`config.mk`:
```
export PLATFORM = sky130hd
export DESIGN_NAME = hbridge_chop_ctl
export DESIGN_NICKNAME = d
export VERILOG_FILES = /design/src/rtl/hbc_pkg.sv /design/src/rtl/hbc_ctrl.sv /design/src/rtl/hbc_datapath.sv /design/src/rtl/hbridge_chop_ctl.sv
export SDC_FILE = /design/constraint.sdc
export NUM_CORES = 1
export LEC_CHECK = 0
export CAP_MARGIN = 40
export CORE_UTILIZATION = 56
export CTS_CLUSTER_SIZE = 25
export DETAILED_ROUTE_END_ITERATION = 10
export PLACE_DENSITY = 0.84
export SYNTH_ARGS = -nofsm -noshare
export SYNTH_HDL_FRONTEND = slang
export SYNTH_SLANG_ARGS = --single-unit
```
`constraint.sdc`:
```
create_clock -name clk -period 5.4 [get_ports clk]
set_clock_uncertainty 0.1 [all_clocks]
set_input_delay 0.54 -clock clk [delete_from_list [all_inputs] [get_ports clk]]
set_output_delay 0.54 -clock clk [all_outputs]
set_load 0.01 [all_outputs]
```
`src/rtl/hbc_pkg.sv`:
```
package hbc_pkg;

  typedef enum logic [2:0] {
    MD_STBY  = 3'd0,
    MD_IDLE  = 3'd1,
    MD_FWD   = 3'd2,
    MD_REV   = 3'd3,
    MD_BRAKE = 3'd4
  } mode_e;

  typedef enum logic [2:0] {
    PH_HOLD  = 3'd0,
    PH_DEAD  = 3'd1,
    PH_BLANK = 3'd2,
    PH_RUN   = 3'd3,
    PH_DECAY = 3'd4
  } phase_e;

  typedef enum logic [1:0] {
    LD_DEAD  = 2'd0,
    LD_BLANK = 2'd1,
    LD_OFF   = 2'd2
  } loadSel_e;

  typedef enum logic [1:0] {
    GS_OFF   = 2'd0,
    GS_DRIVE = 2'd1,
    GS_DECAY = 2'd2
  } gateSel_e;

  typedef struct packed {
    logic     cntLoad;
    loadSel_e loadSel;
    gateSel_e gateSel;
    mode_e    mode;
  } strobe_t;

  function automatic int cntWidth(int deadCyc, int blankCyc, int offW);
    int w;
    w = offW;
    if ($clog2(deadCyc) > w) w = $clog2(deadCyc);
    if ($clog2(blankCyc) > w) w = $clog2(blankCyc);
    if (w < 1) w = 1;
    return w;
  endfunction

endpackage

```
`src/rtl/hbc_ctrl.sv`:
```
module hbc_ctrl
  import hbc_pkg::*;
(
  input  logic    clk,
  input  logic    rstN,
  input  logic    pwrEn,
  input  logic    dirA,
  input  logic    dirB,
  input  logic    ocTrip,
  input  logic    cntDone,
  output strobe_t strb
);

  mode_e  reqMode;
  mode_e  curMode, nxtMode;
  phase_e phase, nxtPhase;
  logic   nxtLoad;
  loadSel_e nxtSel;

  always_comb begin
    if (!pwrEn) reqMode = MD_STBY;
    else begin
      unique case ({dirA, dirB})
        2'b10:   reqMode = MD_FWD;
        2'b01:   reqMode = MD_REV;
        2'b11:   reqMode = MD_BRAKE;
        default: reqMode = MD_IDLE;
      endcase
    end
  end

  function automatic logic isDrive(mode_e m);
    return (m == MD_FWD) || (m == MD_REV);
  endfunction

  always_comb begin
    nxtPhase = phase;
    nxtMode  = curMode;
    nxtLoad  = 1'b0;
    nxtSel   = LD_DEAD;
    if (reqMode != curMode) begin
      nxtPhase = PH_DEAD;
      nxtMode  = reqMode;
      nxtLoad  = 1'b1;
      nxtSel   = LD_DEAD;
    end else begin
      unique case (phase)
        PH_DEAD: if (cntDone) begin
          if (isDrive(curMode)) begin
            nxtPhase = PH_BLANK;
            nxtLoad  = 1'b1;
            nxtSel   = LD_BLANK;
          end else begin
            nxtPhase = PH_HOLD;
          end
        end
        PH_BLANK: if (cntDone) begin
          if (ocTrip) begin
            nxtPhase = PH_DECAY;
            nxtLoad  = 1'b1;
            nxtSel   = LD_OFF;
          end else begin
            nxtPhase = PH_RUN;
          end
        end
        PH_RUN: if (ocTrip) begin
          nxtPhase = PH_DECAY;
          nxtLoad  = 1'b1;
          nxtSel   = LD_OFF;
        end
        PH_DECAY: if (cntDone) begin
          nxtPhase = PH_BLANK;
          nxtLoad  = 1'b1;
          nxtSel   = LD_BLANK;
        end
        default: nxtPhase = PH_HOLD;
      endcase
    end
  end

  always_ff @(posedge clk or negedge rstN) begin
    if (!rstN) begin
      phase   <= PH_HOLD;
      curMode <= MD_STBY;
    end else begin
      phase   <= nxtPhase;
      curMode <= nxtMode;
    end
  end

  always_comb begin
    strb.cntLoad = nxtLoad;
    strb.loadSel = nxtSel;
    strb.mode    = curMode;
    unique case (phase)
      PH_DEAD:  strb.gateSel = GS_OFF;
      PH_DECAY: strb.gateSel = GS_DECAY;
      default:  strb.gateSel = GS_DRIVE;
    endcase
  end

  // a mode request that differs from the applied mode opens a dead interval
  p_dead_on_change_r4: assert property (@(posedge clk) disable iff (!rstN)
    (reqMode != curMode) |=> (phase == PH_DEAD));

  // no decay can start while blanking is still counting
  p_blank_masks_trip_r5: assert property (@(posedge clk) disable iff (!rstN)
    (phase == PH_BLANK && !cntDone) |=> (phase != PH_DECAY));

  // a trip seen in run with a steady request starts decay
  p_trip_starts_decay_r6: assert property (@(posedge clk) disable iff (!rstN)
    (phase == PH_RUN && ocTrip && reqMode == curMode) |=> (phase == PH_DECAY));

  // non-driving modes never enter decay
  p_no_decay_static_r8: assert property (@(posedge clk) disable iff (!rstN)
    (phase != PH_DECAY && !isDrive(reqMode)) |=> (phase != PH_DECAY));

endmodule

```
`src/rtl/hbc_datapath.sv`:
```
module hbc_datapath
  import hbc_pkg::*;
#(
  parameter int DEAD_CYC  = 20,
  parameter int BLANK_CYC = 400,
  parameter int OFF_W     = 10
) (
  input  logic             clk,
  input  logic             rstN,
  input  strobe_t          strb,
  input  logic [OFF_W-1:0] offTimeCfg,
  output logic             cntDone,
  output logic             hiA,
  output logic             loA,
  output logic             hiB,
  output logic             loB,
  output logic             limitActive
);

  localparam int CNT_W = cntWidth(DEAD_CYC, BLANK_CYC, OFF_W);
  localparam logic [CNT_W-1:0] DEAD_LD  = CNT_W'(DEAD_CYC - 1);
  localparam logic [CNT_W-1:0] BLANK_LD = CNT_W'(BLANK_CYC - 1);

  logic [CNT_W-1:0] cnt;
  logic [CNT_W-1:0] loadVal;

  always_comb begin
    unique case (strb.loadSel)
      LD_BLANK: loadVal = BLANK_LD;
      LD_OFF:   loadVal = CNT_W'(offTimeCfg);
      default:  loadVal = DEAD_LD;
    endcase
  end

  always_ff @(posedge clk or negedge rstN) begin
    if (!rstN)                cnt <= '0;
    else if (strb.cntLoad)    cnt <= loadVal;
    else if (cnt != '0)       cnt <= cnt - 1'b1;
  end

  assign cntDone = (cnt == '0);

  always_comb begin
    hiA = 1'b0;
    loA = 1'b0;
    hiB = 1'b0;
    loB = 1'b0;
    unique case (strb.gateSel)
      GS_DECAY: begin
        loA = 1'b1;
        loB = 1'b1;
      end
      GS_DRIVE: begin
        unique case (strb.mode)
          MD_FWD:   begin hiA = 1'b1; loB = 1'b1; end
          MD_REV:   begin loA = 1'b1; hiB = 1'b1; end
          MD_BRAKE: begin loA = 1'b1; loB = 1'b1; end
          default:  ;
        endcase
      end
      default: ;
    endcase
  end

  assign limitActive = (strb.gateSel == GS_DECAY);

  // neither leg conducts through both switches
  p_leg_a_exclusive_r9: assert property (@(posedge clk) disable iff (!rstN)
    !(hiA && loA));
  p_leg_b_exclusive_r9: assert property (@(posedge clk) disable iff (!rstN)
    !(hiB && loB));

  // the limit flag only accompanies the slow-decay pattern
  p_flag_means_decay_r7: assert property (@(posedge clk) disable iff (!rstN)
    limitActive |-> (loA && loB && !hiA && !hiB));

endmodule

```
`src/rtl/hbridge_chop_ctl.sv`:
```
module hbridge_chop_ctl
  import hbc_pkg::*;
#(
  parameter int DEAD_CYC  = 20,
  parameter int BLANK_CYC = 400,
  parameter int OFF_W     = 10
) (
  input  logic             clk,
  input  logic             rstN,
  input  logic             pwrEn,
  input  logic             dirA,
  input  logic             dirB,
  input  logic             ocTrip,
  input  logic [OFF_W-1:0] offTimeCfg,
  output logic             hiA,
  output logic             loA,
  output logic             hiB,
  output logic             loB,
  output logic             limitActive
);

  strobe_t strb;
  logic    cntDone;

  hbc_ctrl u_ctrl (
    .clk     (clk),
    .rstN    (rstN),
    .pwrEn   (pwrEn),
    .dirA    (dirA),
    .dirB    (dirB),
    .ocTrip  (ocTrip),
    .cntDone (cntDone),
    .strb    (strb)
  );

  hbc_datapath #(
    .DEAD_CYC  (DEAD_CYC),
    .BLANK_CYC (BLANK_CYC),
    .OFF_W     (OFF_W)
  ) u_dp (
    .clk         (clk),
    .rstN        (rstN),
    .strb        (strb),
    .offTimeCfg  (offTimeCfg),
    .cntDone     (cntDone),
    .hiA         (hiA),
    .loA         (loA),
    .hiB         (hiB),
    .loB         (loB),
    .limitActive (limitActive)
  );

  // standby forces every gate off one edge later
  p_standby_off_r1: assert property (@(posedge clk) disable iff (!rstN)
    !pwrEn |=> !(hiA || loA || hiB || loB));

endmodule

```
==> results.sh, run 1 <==
export IMPL_fmax_mhz=309
export IMPL_area_growth_pct=18.5
export IMPL_row_count=16
export IMPL_tightest_slew_ns=0.744
export IMPL_ctsHoldBuffers=0
export IMPL_p_leak_nw=0.601
export IMPL_diodes=0
export IMPL_vias=1083
export IMPL_ys_async_sr_fraction=1.00
export IMPL_synthesis_area_mm2=0.00122
export IMPL_crit_type="in2reg"
export IMPL_fin_ws_ns=2.16
export IMPL_cts_tree="built"
export IMPL_gr_total_overflow=0
export IMPL_synth_seq_area_share=0.328
export IMPL_reg2reg_to="u_dp.cnt[1]"
export IMPL_yosysUniqueCellTypes=40
export IMPL_cpMaxStageDelayCell="a31oi_1"
export IMPL_synth_area_leaders="dfrtp_1, xnor2_1, ha_1"
export IMPL_finalSetupViolCount=0
export IMPL_dieHeight_um=48.7
export IMPL_ys_flop_type="dfrtp_1"
export IMPL_r2r_start="u_dp.cnt[0]"
export IMPL_relSlewSlack=0.503
export IMPL_ff2ff_path_depth=9
export IMPL_instances_no_fill=184
export IMPL_pre_cts_slack_ns=1.89
export IMPL_insertion_delay_ns=0.29
export IMPL_min_from="u_dp.cnt[6]"
export IMPL_avgViaCountPerCell=5.89
export IMPL_drt_iter0_markers=52
export IMPL_worstSetupEndpointType="flip-flop"
export IMPL_p_per_area_mw_per_mm2=190
export IMPL_wl_per_cell_um=14.2
export IMPL_cp_top_family="compound AO/OA/AOI/OAI gates"
export IMPL_hold_depth=2
export IMPL_initial_core_util=0.611
export IMPL_irDropWorstVdd_v=0.000165
export IMPL_ant_nets=0
export IMPL_crit_fanout=11
export IMPL_routed_wl_um=2620
export IMPL_arrival_ns=3.30
export IMPL_utilization=0.724
export IMPL_numCtsBuffers=3
export IMPL_path_clk_slew_ns=0.10
export IMPL_drc_errors=0
export IMPL_first_pass_iters=4
export IMPL_grt_max_degree=17
export IMPL_post_dp_hpwl_um=1980
export IMPL_cts_sinks=16
export IMPL_htreeDepth=1
export IMPL_antenna_found_initial=0
export IMPL_grt_total_usage=0.243
export IMPL_drive_gt1_frac=0.0701
export IMPL_fillers=160
export IMPL_ys_seq_elements=16
export IMPL_synth_edf_count=0
export IMPL_timing_hold_ws_ns=0.513
export IMPL_slowest_delay_ns=0.49
export IMPL_total_power_mw=0.275
export IMPL_grt_pass1_vias=994
export IMPL_startpoint_type="input pin"
export IMPL_dp_cells=180
export IMPL_min_path_type="reg2reg"
export IMPL_die_w_um=48.7
export IMPL_hold_end="u_dp.cnt[6]"
export IMPL_crit_required_ns=5.46
export IMPL_rsz0062_at_grt="no"
export IMPL_root_buffer="clkbuf_4"
export IMPL_routabilityCongestion=0.890
export IMPL_yosysTopAreaCell="dfrtp_1"
export IMPL_grt_pass1_wl_um=4380
export IMPL_final_area_mm2=0.00145
export IMPL_place_area_mm2=0.00141
export IMPL_layout_nets=181
export IMPL_post_cts_resized=0
export IMPL_portBuffers=20
export IMPL_period_needed_ns=3.24
export IMPL_fin_crit_sh=0.600
export IMPL_outcome="completed"
export IMPL_yosysTopAreaCellShare=0.328
export IMPL_cts_setup_buffers=0
export IMPL_postSynthNetCount=163
export IMPL_setup_tns_ns=0
export IMPL_path_cells="clkdlybuf4s50_1 -> inv_1 -> ha_1 -> nor2_1 -> nand4_1 -> a31oi_1 -> and3_2 -> inv_1 -> ha_1 -> a211oi_1 -> mux2i_1"
export IMPL_io_pins=21
export IMPL_cp_depth=11
export IMPL_r2r_slack_ns=2.36
export IMPL_avgSynthCellArea_um2=8.73
export IMPL_crit_buf_inv=3
export IMPL_cts_path_max_buffers=2
export IMPL_ys_warnings_count=0
export IMPL_max_cap_viol_count=0
export IMPL_hold_violations=0
export IMPL_fp_dieArea_mm2=0.00237
export IMPL_syn_inst=140
export IMPL_core_mm2=0.00200
export IMPL_maxSlewViolCount=0
==> cells by family after synthesis <==
kind of cell	count (synthesis)	share of synthesized area
muxes	5	0.0491
DFF	16	0.328
AOI/OAI and AO/OA	30	0.156
adders and majority gates	7	0.0716
xor gates and xnor gates	12	0.0860
buffers and inverters	18	0.0696
and+or+nand+nor	52	0.241
==> cell usage after synthesis, types with 2 or more instances <==
| library cell | instances |
|---|---|
| a211oi_1 | 2 |
| a21oi_1 | 7 |
| and2_1 | 2 |
| buf_2 | 2 |
| buf_6 | 2 |
| clkbuf_1 | 3 |
| dfrtp_1 | 16 |
| ha_1 | 7 |
| inv_1 | 11 |
| mux2_4 | 2 |
| mux2i_1 | 3 |
| nand2_1 | 11 |
| nand3_1 | 2 |
| nand4_1 | 4 |
| nand4b_1 | 2 |
| nor2_1 | 14 |
| nor2b_1 | 3 |
| nor3_1 | 3 |
| nor4_1 | 2 |
| o21ai_0 | 9 |
| o22ai_1 | 3 |
| o32ai_1 | 2 |
| xnor2_1 | 11 |
==> report_power, final <==
group	total (mW)	switching [mW]	leakage [nW]	internal, mW
Clock	0.0817	0.0406	0.0210	0.0411
Combinational	0.0610	0.0327	0.376	0.0284
Sequential	0.132	0.00694	0.204	0.125
Total	0.275	0.0802	0.601	0.195
==> final cells by class <==
cell class              instances  area (µm²)  area share
clock buffers                   4        36.3      0.0250
inverters                      11        41.3      0.0285
multi-input cells             106         737       0.509
flip-flops and latches         16         400       0.276
well taps                      27        33.8      0.0233
repair buffers                 20         200       0.138
==> worst max-delay path by stage <==
stage,startpoint,to,slack [ns]
2_1_floorplan,dirA,u_dp.cnt[2],2.58
3_3_place_gp,dirA,u_dp.cnt[3],2.01
3_5_place_dp,dirA,u_dp.cnt[1],1.89
4_1_cts,dirA,u_dp.cnt[1],2.21
5_1_grt,dirB,u_dp.cnt[3],1.94
6_report,dirA,u_dp.cnt[1],2.16
==> worst register-to-register path, cell delays in order (launching register included) <==
cell and delay (ns):
dfrtp_1 0.39, inv_1 0.14, ha_1 0.17, or4b_4 0.49
o41a_2 0.43, nor2_1 0.19, nand4_1 0.16, ha_1 0.41
a211oi_1 0.28, mux2i_1 0.15
==> layout by cell type, fill, tap and decap left out, types with 2 or more instances in the layout <==
| cell | instances |
|---|---|
| a211oi_1 | 2 |
| and2_1 | 2 |
| nor2_1 | 14 |
| nand4_1 | 4 |
| nor3_1 | 3 |
| clkdlybuf4s50_1 | 20 |
| nor4_1 | 2 |
| mux2_4 | 2 |
| nand2_1 | 11 |
| o32ai_1 | 2 |
| ha_1 | 7 |
| xnor2_1 | 11 |
| dfrtp_1 | 16 |
| nor2b_1 | 3 |
| nand3_1 | 2 |
| clkbuf_4 | 3 |
| o22ai_1 | 3 |
| mux2i_1 | 3 |
| nand4b_1 | 2 |
| inv_1 | 11 |
| a21oi_1 | 7 |
| o21ai_0 | 9 |
==> layer usage <==
layer / wire, µm / share of wire / vias to the layer above / GRT usage
met5: 0 / 0 / - / 0
met4: 82 / 0.031 / 0 / 0.123
met3: 134 / 0.051 / 9 / 0.0346
met2: 1180 / 0.45 / 36 / 0.359
met1: 1220 / 0.47 / 510 / 0.347
li1: - / - / 528 / -
==> flip-flops by register name, summed over array words and instances, names as in the netlist <==
signal          flops
u_ctrl.curMode      3
u_ctrl.phase        3
u_dp.cnt           10
Note: power is estimated with default switching activity, not from simulation.
==> run 2: changes to the inputs <==
--- a/config.mk
+++ b/config.mk
@@ -6,10 +6,10 @@
 export NUM_CORES = 1
 export LEC_CHECK = 0
 export CAP_MARGIN = 40
-export CORE_UTILIZATION = 56
+export CORE_UTILIZATION = 47
 export CTS_CLUSTER_SIZE = 25
 export DETAILED_ROUTE_END_ITERATION = 10
-export PLACE_DENSITY = 0.84
+export PLACE_DENSITY = 0.75
 export SYNTH_ARGS = -nofsm -noshare
 export SYNTH_HDL_FRONTEND = slang
 export SYNTH_SLANG_ARGS = --single-unit
==> constraint.sdc (replaced) <==
create_clock -name clk -period 2.8 [get_ports clk]
set_clock_uncertainty 0.1 [all_clocks]
set_input_delay 0.28 -clock clk [delete_from_list [all_inputs] [get_ports clk]]
set_output_delay 0.28 -clock clk [all_outputs]
set_load 0.01 [all_outputs]
==> results.sh, run 2 (synthesized netlist as in run 1, its figures left out) <==
export IMPL_post_dp_hpwl_um=2130
export IMPL_crit_fanout=7
export IMPL_cpMaxStageDelayCell="or4b_4"
export IMPL_period_needed_ns=2.76
export IMPL_portBuffers=20
export IMPL_p_leak_nw=0.685
export IMPL_cts_path_max_buffers=2
export IMPL_ff2ff_path_depth=11
export IMPL_layout_nets=198
export IMPL_drt_iter0_markers=37
export IMPL_first_pass_iters=7
export IMPL_register_area_um2=400
export IMPL_insertion_delay_ns=0.29
export IMPL_arrival_ns=2.85
export IMPL_root_buffer="clkbuf_4"
export IMPL_final_area_mm2=0.00163
export IMPL_crit_required_ns=2.89
export IMPL_tightest_slew_ns=0.734
export IMPL_drive_gt1_frac=0.201
export IMPL_r2r_slack_ns=0.04
export IMPL_die_w_um=53
export IMPL_fmax_mhz=363
export IMPL_slowest_delay_ns=0.48
export IMPL_htreeDepth=1
export IMPL_grt_total_usage=0.226
export IMPL_hold_violations=0
export IMPL_outcome="complete, but fails checks"
export IMPL_routabilityCongestion=0.809
export IMPL_cts_sinks=16
export IMPL_gr_total_overflow=0
export IMPL_final_common_cell="clkdlybuf4s50_1"
export IMPL_routed_wl_um=2910
export IMPL_irDropWorstVdd_v=0.000233
export IMPL_largest_reg_flops=10
export IMPL_path_cells="inv_2 -> ha_2 -> or4b_4 -> o41a_4 -> nor2_4 -> nand4_1 -> buf_4 -> ha_4 -> a21oi_1 -> nor2_1 -> mux2_4"
export IMPL_diodes=0
export IMPL_worstSetupEndpointType="flip-flop"
export IMPL_avgViaCountPerCell=5.61
export IMPL_core_mm2=0.00248
export IMPL_startpoint_type="flip-flop"
export IMPL_fin_crit_sh=0.985
export IMPL_max_cap_viol_count=0
export IMPL_grt_max_degree=17
export IMPL_area_growth_pct=33.3
export IMPL_endpoint="u_dp.cnt[3]"
export IMPL_finalSetupViolCount=0
export IMPL_ctsHoldBuffers=0
export IMPL_mostFrequentLayoutCells="clkdlybuf4s50_1, buf_4, dfrtp_1, nor2_1"
export IMPL_p_per_area_mw_per_mm2=350
export IMPL_path_clk_slew_ns=0.10
export IMPL_dp_cells=197
export IMPL_grt_pass1_wl_um=4600
export IMPL_relSlewSlack=0.509
export IMPL_numCtsBuffers=3
export IMPL_min_path_type="in2async"
export IMPL_grt_pass1_vias=1085
export IMPL_crit_type="reg2reg"
export IMPL_ant_nets=0
export IMPL_cts_tree="built"
export IMPL_place_area_mm2=0.00152
export IMPL_reg_top3="u_dp.cnt: 10 flops, u_ctrl.curMode: 3 flops, u_ctrl.phase: 3 flops"
export IMPL_drc_errors=2
export IMPL_fp_dieArea_mm2=0.00281
export IMPL_initial_core_util=0.493
export IMPL_violations="DRC"
export IMPL_dieHeight_um=53
export IMPL_row_count=18
export IMPL_multiInputGateArea_um2=786
export IMPL_antenna_found_initial=0
export IMPL_startpoint="u_dp.cnt[0]"
export IMPL_top_register="u_dp.cnt"
export IMPL_vias=1144
export IMPL_io_pins=21
export IMPL_reg2reg_to="u_dp.cnt[3]"
export IMPL_maxSlewViolCount=0
export IMPL_utilization=0.658
export IMPL_instances_no_fill=204
export IMPL_r2r_start="u_dp.cnt[0]"
export IMPL_fillers=223
export IMPL_wl_per_cell_um=14.2
[run 2: what timing repair did]
| action | CTS | global route |
|---|---|---|
| gates resized for setup | 3 | 8 |
| cloned | 0 | 0 |
| endpoints found under the setup margin | 6 | 7 |
| pin swaps | 0 | 1 |
| setup buffers | 0 | 3 |
[run 2: power breakdown]
part	total [mW]	leakage, nW	switching, mW	internal [mW]
Clock	0.161	0.0210	0.0817	0.0793
Combinational	0.154	0.460	0.0705	0.0839
Sequential	0.255	0.204	0.0130	0.242
[run 2: critical path: cells and delay by family (launching register included)]
family / cells / cell delay (ns)
buf+inv: 2 / 0.25
fa+ha+maj: 2 / 0.35
simple gates: 4 / 0.77
compound gates: 2 / 0.53
flops: 1 / 0.40
mux: 1 / 0.26
[run 2: layer usage]
| layer | vias up | track usage | part of all wire |
|---|---|---|---|
| met2 | 30 | 0.420 | 0.51 |
| met1 | 543 | 0.264 | 0.45 |
| met5 | - | 0 | 0 |
| met3 | 5 | 0.0259 | 0.035 |
| met4 | 0 | 0.0789 | 0.013 |
| li1 | 566 | - | - |
[run 2: cell type report]
cell class / count / share of cell area
timing repair buffer: 37 / 0.201
clock buffer: 4 / 0.0223
multi-input combinational: 106 / 0.482
inverter: 11 / 0.0253
sequential: 16 / 0.246
tap: 30 / 0.0230
[run 2: how the worst min path moves through the flow]
stage	startpoint	endpoint	cells after the start
4_1_cts	rstN	u_dp.cnt[1]	1
5_1_grt	rstN	u_dp.cnt[2]	1
3_5_place_dp	u_dp.cnt[6]	u_dp.cnt[6]	2
3_3_place_gp	u_dp.cnt[6]	u_dp.cnt[6]	2
2_1_floorplan	rstN	u_ctrl.curMode[0]	0
6_report	rstN	u_dp.cnt[2]	1
[run 2: through the flow]
stage / hold slack (ns) / setup slack, ns / TNS (ns) / total power, mW
after global routing: 0.362 / -0.0379 / -0.0397 / 0.604
after detailed placement: 0.485 / -0.0758 / -0.282 / 0.405
final: 0.309 / 0.0417 / 0 / 0.570
after CTS: 0.345 / -0.00486 / -0.00486 / 0.566
after global placement: 0.468 / 0.0120 / 0 / 0.401
after floorplan: -0.116 / 0.0672 / 0 / 0.339
